[src/rtl/cfg_addr_loader.sv]
module cfg_addr_loader #(
  parameter int          AW        = 32,
  parameter int          ID_W      = 3,
  parameter int          NBYTES    = 8,
  parameter logic [15:0] BASE_TAG  = 16'hFF0F
) (
  input  logic                 clk,
  input  logic                 rst_n,
  input  logic                 addr_stb,
  input  logic                 wr,
  input  logic                 sup,
  input  logic [AW-1:0]        addr,
  input  logic [ID_W-1:0]      dev_id,
  output logic [NBYTES*8-1:0]  cfg
);
  localparam int CW    = NBYTES * 8;
  localparam int SEL_W = $clog2(NBYTES);
  localparam int DAT_LO = 2;
  localparam int SEL_LO = DAT_LO + 8;
  localparam int ID_LO  = SEL_LO + SEL_W;
  localparam int TAG_LO = ID_LO + ID_W;

  logic [SEL_W-1:0] sel;
  logic [7:0]       bval;
  logic             tag_ok, id_ok, low_ok, take;

  assign sel    = addr[SEL_LO +: SEL_W];
  assign bval   = addr[DAT_LO +: 8];
  assign tag_ok = addr[AW-1:TAG_LO] == BASE_TAG[AW-1-TAG_LO:0];
  assign id_ok  = addr[ID_LO +: ID_W] == dev_id;
  assign low_ok = addr[1:0] == 2'b00;
  assign take   = addr_stb & wr & sup & tag_ok & id_ok & low_ok;

  for (genvar k = 0; k < NBYTES; k++) begin : g_byte
    always_ff @(posedge clk) begin
      if (!rst_n)
        cfg[8*k +: 8] <= 8'h00;
      else if (take && sel == SEL_W'(k))
        cfg[8*k +: 8] <= bval;
    end
  end


  reset_clear_chk: assert property (@(posedge clk) !rst_n |=> cfg == '0);


  byte_load_chk: assert property (@(posedge clk) disable iff (!rst_n)
    take |=> cfg[$past(sel)*8 +: 8] == $past(bval));


  others_kept_chk: assert property (@(posedge clk) disable iff (!rst_n)
    take |=> ((cfg ^ $past(cfg)) & ~({{(CW-8){1'b0}}, 8'hFF} << ($past(sel)*8))) == '0);


  user_block_chk: assert property (@(posedge clk) disable iff (!rst_n)
    !sup |=> $stable(cfg));


  id_block_chk: assert property (@(posedge clk) disable iff (!rst_n)
    (addr[15:13] != dev_id) |=> $stable(cfg));


  tag_block_chk: assert property (@(posedge clk) disable iff (!rst_n)
    (addr[31:16] != 16'hFF0F) |=> $stable(cfg));


  low_block_chk: assert property (@(posedge clk) disable iff (!rst_n)
    (addr[1:0] != 2'b00) |=> $stable(cfg));


  idle_block_chk: assert property (@(posedge clk) disable iff (!rst_n)
    !(addr_stb && wr) |=> $stable(cfg));
endmodule

[config.mk]
export PLATFORM = sky130hd
export DESIGN_NAME = cfg_addr_loader
export DESIGN_NICKNAME = d
export VERILOG_FILES = /design/src/rtl/cfg_addr_loader.sv
export SDC_FILE = /design/constraint.sdc
export NUM_CORES = 1
export LEC_CHECK = 0
export BUFFER_PORTS_ARGS = -buffer_cell sky130_fd_sc_hd__buf_2
export CAP_MARGIN = 10
export CORE_ASPECT_RATIO = 1.25
export CORE_MARGIN = 5
export CORE_UTILIZATION = 29
export CTS_CLUSTER_DIAMETER = 200
export DETAILED_ROUTE_END_ITERATION = 10
export PLACE_DENSITY = 0.51
export REMOVE_ABC_BUFFERS = 1
export SYNTH_ARGS = -nofsm -noshare
export SYNTH_HDL_FRONTEND = slang
export SYNTH_SLANG_ARGS = --single-unit
[constraint.sdc]
create_clock -name clk -period 3.8 [get_ports clk]
set_clock_uncertainty 0.1 [all_clocks]
set_input_delay 0.57 -clock clk [delete_from_list [all_inputs] [get_ports clk]]
set_output_delay 0.57 -clock clk [all_outputs]
set_load 0.02 [all_outputs]
### After elaboration in Yosys (flattened, before gate mapping)

Cells that the tools add are included.
Widths: inputs -> output; s select.

| storage, ports and cells | value |
|---|---|
| flip-flop bits (word level) | 64 |
| bits of input ports | 40 |
| output and inout bits | 64 |
| word-level logic and storage cells | 32 |

| cells by class | value |
|---|---|
| eq/ne operators | 9 |
| bitwise operators | 5 |
| reductions and logical operators | 10 |

Operators by type and width:

| operator | count |
|---|---|
| $eq 16x16->1 const B | 1 |
| $eq 3x3->1 const B | 4 |
| $logic_and 1x1->1 | 8 |
| $eq 3x2->1 const B | 2 |
| $and 1x1->1 | 5 |
| $eq 3x1->1 const B | 1 |
| $eq 3x3->1 | 1 |
| $logic_not 3->1 | 1 |
| $logic_not 2->1 | 1 |

### Logic depth before layout (Yosys ltp)

Gate-level depths: netlist of the first run.

| logic depth | value |
|---|---|
| depth in word-level cells | 6 |
| gate-level depth with buffers | 4 |

### Least setup slack after synthesis of the first run

Ideal clock, no wire load.

| timing | value |
|---|---|
| kind | input-to-reg |
| start point | in addr[22] |
| end point | reg cfg[0] |
| library setup time | 0.126 ns |
| data arrival time | 2.138 ns |
| required time | 3.574 ns |
| slack | 1.437 ns |
| stages | 4 |
| cell sequence | nand4bb_4 > nor4_4 > nand4_4 > mux2i_1 |

| on the way | value |
|---|---|
| word-level cells in the longest chain between the ends | 5 |

Ends and longest elaborated chain:

| item | RTL line | RTL |
|---|---|---|
| from (decl) | 12 | `input logic [AW-1:0] addr,` |
| $eq 16x16->1 | 29 | `assign tag_ok = addr[AW-1:TAG_LO] == BASE_TAG[AW-1-TAG_LO:0];` |
| $and 1x1->1 (3 in series) | 32 | `assign take = addr_stb & wr & sup & tag_ok & id_ok & low_ok;` |
| $logic_and 1x1->1 | 38 | `else if (take && sel == SEL_W'(k))` |
| to (signal, indexed assignment) | 39 | `cfg[8*k +: 8] <= bval;` |
| to (decl) | 14 | `output logic [NBYTES*8-1:0] cfg` |

Every way passes these cells.
A chain may end at the register's enable or synchronous reset.

### Worst setup path in the final report of the first run

| timing | value |
|---|---|
| start point | in addr[20] |
| end point | reg cfg[62] |

The elaborated chain is that of the path after synthesis.

==> impl_metrics.csv, run 1 <==
group,metric,value,unit
power_and_ir_drop,power_frac_seq,54.0,%
setup_path,critPathMaxFanout,8,
floorplanning,die_y,116,µm
sta,slew_headroom,48.8,%
setup_path,path_class,"in2reg",
final_layout,antenna_cells,0,
route,vias,2079,
synthesis,synth-seq-cells,64,
min_path,min_path_type,"reg2reg",
synthesis,yosys.area.top_type,"dfxtp_1",
clock_network,clkLatencyLatePin,0.33,ns
synthesis,ys_seq_area_share,49.5,%
clock_network,postCtsSetupBuffers,0,
clock_network,root_buffer,"clkbuf_8",
synthesis,synth_edf_count,0,
synthesis,avgSynthCellArea,10.9,µm²
placement,dpl_cell_area,3270,µm²
grt,grt_overflow,0,
setup_path,worstPathArrival,1.98,ns
power_and_ir_drop,total_power,1240,µW
setup_path,reg2reg_setup_slack,3.06,ns
final_layout,top_register,"cfg",
final_layout,largestRegisters,"cfg (64)",
sta,finalSetupViolations,0,
sta,period_minus_slack,1.87,ns
power_and_ir_drop,switchingPower,296,µW
sta,slew_violations,0,
final_layout,fin_nets,388,
grt,grt_pass1_vias,2205,
setup_path,regToRegStartpoint,"cfg[36]$_SDFFE_PN0P_",
clock_network,clk_path_buf_depth,2,
power_and_ir_drop,power.leakage,0.00202,µW
route,via_per_inst,4.40,
synthesis,synthArstFlopShare,0,%
final_layout,stdcell_count,472,
floorplanning,io_pins,104,
clock_network,cts_tree,"yes",
placement,port_buffers,103,
route,drt_first_iter_violations,75,
grt,track_usage,13.9,%
clock_network,cts_sinks,64,
synthesis,synth.most_common_cell,"nand2_1",
clock_network,cts_hold_buffers,0,
final_layout,fillCellCount,925,
min_path,min-delay-start,"cfg[27]$_SDFFE_PN0P_",
power_and_ir_drop,switching_share,23.8,%
route,drt_wl_total,7190,µm
placement,gp_congestion,0.728,
min_path,min_to,"cfg[27]$_SDFFE_PN0P_",
power_and_ir_drop,power_density,361,nW/µm²
power_and_ir_drop,p_int,945,µW
grt,grt_antenna_before_repair,0,
power_and_ir_drop,vdd_drop_max,0.127,mV
setup_path,reg2reg_depth,2,
synthesis,synthCells,237,
grt,grt_pass1_wl,11500,µm
setup_path,startpoint_type,"input port",
run,drv_cap,0,
final_layout,multi_input_area,1280,µm²
synthesis,synth_ff_type,"dfxtp_1",
final_layout,regArea,1280,µm²
outcome,status,"complete, no violations",
floorplanning,core,8700,µm²
power_and_ir_drop,p_clk_share,40.6,%
clock_network,cts_resized,0,
clock_network,path_clk_slew,0.07,ns
min_path,hold_depth,2,
final_layout,largest_register_ffs,64,
floorplanning,rows,38,
synthesis,synth_common_cells,"nand2_1 (74), dfxtp_1 (64), mux2i_1 (64), clkbuf_1 (8), nand4_4 (8)",
synthesis,synth.distinct_cells,16,
final_layout,layout-drive-gt1-share,38.6,%
power_and_ir_drop,p_comb_share,5.4,%
synthesis,synthTopCellsByArea,"dfxtp_1 (50%), mux2i_1 (25%), nand2_1 (11%), nand4_4 (6.6%), nor4_4 (1.6%)",
placement,dp.cells,457,
sta,rsz0062_at_grt,"no",
synthesis,synth_top_area_share,49.5,%
floorplanning,dieArea,10900,µm²
setup_path,r2r-end,"cfg[36]$_SDFFE_PN0P_",
route,firstDrtPassIters,4,
floorplanning,initial_utilization,29.7,%
route,drc,0,
final_layout,finish.utilization,39.5,%
synthesis,yosys_warnings,0,
final_layout,final_area,3440,µm²
placement,hpwl,5230,µm
setup_path,critical_path_required,3.91,ns
route,avgRoutedWirePerCell,15.2,µm
grt,grt_max_degree,41,
clock_network,htreeDepth,3,
clock_network,cts_buffers,9,
setup_path,end_kind,"flip-flop",
sta,worst_pin_slew,0.767,ns
synthesis,syn_area,2590,µm²
route,ant_nets,0,
sta,fmax,0.534,GHz
sta,tns,0,ns
floorplanning,die_w,94.5,µm
sta,period_share,49.3,%
final_layout,area_growth_syn_to_layout,33.0,%
sta,hold_viol,0,
cell families (layout without fill, tap and decap cells):
logic type,count (synthesis),in the layout,share of synthesized area (%)
buffers and inverters,9,124,1.31
AND/OR/NAND/NOR,97,97,23.4
flip-flops,64,64,49.5
XOR/XNOR,3,3,1.02
multiplexers,64,64,24.8
critical path: stages:
cell and delay, ns:
buf_2 0.09, nand4bb_1 0.22, nor4_4 0.28, buf_4 0.29, nand4_4 0.32, mux2i_1 0.20
final cells by class:
type | count | share of cell area (%)
clock buffer | 10 | 4.00
clock inverter | 5 | 0.982
multi-input combinational | 164 | 37.1
sequential | 64 | 37.2
tap | 120 | 4.37
timing repair buffer | 109 | 16.3
power groups by stage:
| stage | sequential, µW | clock [µW] | combinational, µW |
|---|---|---|---|
| 2_1_floorplan | 686 | 0 | 24.0 |
| 3_3_place_gp | 686 | 0 | 67.0 |
| 3_5_place_dp | 686 | 0 | 67.9 |
| 4_1_cts | 670 | 521 | 68.0 |
| 5_1_grt | 670 | 551 | 74.7 |
| 6_report | 670 | 504 | 66.4 |
routing by layer:
layer  part of all wire (%)  vias up  track usage (%)
met4                    2.1        0             6.26
met3                    5.4       13             2.86
met1                     43      973             16.9
met5                      0        -                0
met2                     49       62             23.4
li1                       -     1031                -
layout by cell type (no fill, tap or decap), drive strengths merged:
cell type	netlist	final
nor4	2	2
nor2	1	1
nand4	10	10
and3	1	1
nand4bb	2	2
clkinvlp	0	2
and3b	2	2
clkbuf	8	10
clkinv	0	3
nor3b	4	4
nand2	74	74
xor2	3	3
buf	1	109
mux2i	64	64
dfxtp	64	64
nor3	1	1
worst max-delay path by stage:
stage / startpoint / end / slack [ns] / cells past startpoint
floorplan: addr[1] / cfg[0]$_SDFFE_PN0P_ / 0.80 / 3
global placement: addr[20] / cfg[62]$_SDFFE_PN0P_ / 1.58 / 6
detailed placement: addr[20] / cfg[62]$_SDFFE_PN0P_ / 1.56 / 6
CTS: addr[20] / cfg[59]$_SDFFE_PN0P_ / 1.92 / 6
global route: addr[20] / cfg[31]$_SDFFE_PN0P_ / 1.83 / 6
finish: addr[20] / cfg[62]$_SDFFE_PN0P_ / 1.93 / 6
through the flow:
stage,setup slack (ns),hold slack (ns)
after CTS,1.92,0.361
after detailed placement,1.56,0.350
final,1.93,0.356
after global routing,1.83,0.381
after global placement,1.58,0.342
after floorplan,0.801,0.435
Power figures use the tool's default switching activity.
==> run 2, diff against run 1 <==
--- a/config.mk
+++ b/config.mk
@@ -12,7 +12,7 @@
 export CORE_UTILIZATION = 29
 export CTS_CLUSTER_DIAMETER = 200
 export DETAILED_ROUTE_END_ITERATION = 10
-export PLACE_DENSITY = 0.51
+export PLACE_DENSITY = 0.52
 export REMOVE_ABC_BUFFERS = 1
 export SYNTH_ARGS = -nofsm -noshare
 export SYNTH_HDL_FRONTEND = slang
==> constraint.sdc (replaced) <==
create_clock -name clk -period 1.5 [get_ports clk]
set_clock_uncertainty 0.1 [all_clocks]
set_input_delay 0.225 -clock clk [delete_from_list [all_inputs] [get_ports clk]]
set_output_delay 0.225 -clock clk [all_outputs]
set_load 0.02 [all_outputs]
==> impl_metrics.csv, run 2 (synthesis gave the netlist of run 1 again) <==
group,metric,value,unit
clock_network,clk_path_buf_depth,2,
clock_network,cts_resized,0,
final_layout,antenna_cells,0,
min_path,min_path_type,"in2reg",
floorplanning,core,8700,µm²
sta,slew_headroom,75.3,%
sta,finalSetupViolations,0,
grt,grt_antenna_before_repair,0,
run,drv_cap,0,
route,via_per_inst,4.42,
grt,grt_overflow,0,
grt,busiest_layer,"met2",
sta,fmax,0.698,GHz
placement,port_buffers,103,
power_and_ir_drop,total_power,3600,µW
setup_path,worstPathArrival,1.53,ns
final_layout,multi_input_area,1280,µm²
grt,grtUsageMet3,5.00,%
final_layout,stdcell_count,473,
final_layout,area_growth_syn_to_layout,38.3,%
clock_network,root_buffer,"clkbuf_8",
route,firstDrtPassIters,4,
sta,slew_violations,0,
final_layout,finish.utilization,41.1,%
route,drc,0,
placement,dp.cells,458,
power_and_ir_drop,vdd_drop_max,0.444,mV
sta,period_share,95.5,%
final_layout,regArea,1280,µm²
outcome,status,"complete, no violations",
grt,met1_usage,18.0,%
sta,period_minus_slack,1.43,ns
final_layout,fillCellCount,894,
sta,rsz0062_at_grt,"no",
sta,hold_viol,0,
grt,track_usage,13.3,%
clock_network,htreeDepth,3,
route,avgRoutedWirePerCell,15.0,µm
final_layout,layout_common_cells,"buf_2 (103), nand2_1 (74), mux2i_1 (64), dfxtp_1 (64), clkbuf_8 (13)",
placement,hpwl,5150,µm
clock_network,cts_sinks,64,
floorplanning,io_pins,104,
grt,grt_pass1_wl,11000,µm
setup_path,startpoint_type,"input port",
floorplanning,dieArea,10900,µm²
final_layout,fin_nets,389,
clock_network,cts_buffers,9,
floorplanning,initial_utilization,29.7,%
grt,grt_max_degree,46,
final_layout,layout-drive-gt1-share,38.8,%
clock_network,clkLatencyLatePin,0.33,ns
sta,worst_pin_slew,0.369,ns
final_layout,largestRegisters,"cfg (64)",
route,vias,2089,
power_and_ir_drop,power_density,1010,nW/µm²
power_and_ir_drop,power.leakage,0.00208,µW
placement,gp_congestion,0.760,
floorplanning,die_y,116,µm
setup_path,critPathMaxFanout,8,
setup_path,end_kind,"flip-flop",
final_layout,top_register,"cfg",
route,drt_wl_total,7110,µm
floorplanning,rows,38,
route,ant_nets,0,
final_layout,layout_commonest_cell,"buf_2",
route,drt_first_iter_violations,93,
final_layout,largest_register_ffs,64,
grt,grt_pass1_vias,2036,
setup_path,critical_path_required,1.60,ns
grt,grt_util_met2,19.7,%
clock_network,cts_tree,"yes",
setup_path,path_class,"in2reg",
clock_network,path_clk_slew,0.07,ns
floorplanning,die_w,94.5,µm
## run 2: cell count changes in the layout (fill, tap and decap cells not counted)
cell        before  now
buf_12           0    5
buf_4            6    2
bufinv_16        0    2
clkbuf_8        10   13
clkinv_2         2    0
clkinv_4         1    0
clkinvlp_4       2    0
## run 2: cell type report
type / instances / share of cell area, %
Sequential cell: 64 / 35.8
Multi-Input combinational cell: 164 / 35.7
Timing Repair Buffer: 110 / 17.6
Clock buffer: 13 / 5.00
Tap cell: 120 / 4.20
Clock inverter: 2 / 1.68
## run 2: layer usage
metal	wire length, µm	share of wire, %	vias up
met4	90	1.3	0
met1	3260	46	968
li1	-	-	1040
met3	596	8.4	9
met2	3160	44	72
met5	0	0	-
## run 2: path summary, 6_finish.rpt
path                         from              endpoint  slack (ns)  cells after the start
max                      addr[22]   cfg[3]$_SDFFE_PN0P_        0.07                      6
min                       addr[7]  cfg[37]$_SDFFE_PN0P_        0.23                      3
max reg2reg  cfg[59]$_SDFFE_PN0P_  cfg[59]$_SDFFE_PN0P_        0.79                      2
min reg2reg  cfg[17]$_SDFFE_PN0P_  cfg[17]$_SDFFE_PN0P_        0.36                      2
## run 2: through the flow
step	setup TNS [ns]	hold WS, ns	area (µm²)	setup WS, ns
after floorplan	-73.85	0.277	2550	-1.15
after global placement	-16.70	0.344	3340	-0.298
after detailed placement	-17.81	0.350	3340	-0.317
after CTS	0	0.226	3580	0.0339
after global routing	0	0.254	3580	0.00451
final	0	0.233	3580	0.0668
## run 2: critical path, cell delays in order
cell and delay, ns:
buf_2 0.10, nand4bb_4 0.22, nor4_4 0.32, buf_12 0.20, nand4_4 0.27, mux2i_1 0.20
## run 2: repair_timing
item                       CTS  global route
hold buffers                 0             0
setup buffers                0             0
setup endpoints to repair    0            24
## run 2: power by group
part | switching [µW] | internal (µW)
combinational | 104 | 71.3
sequential | 0.0000103 | 1700
clock | 618 | 1110
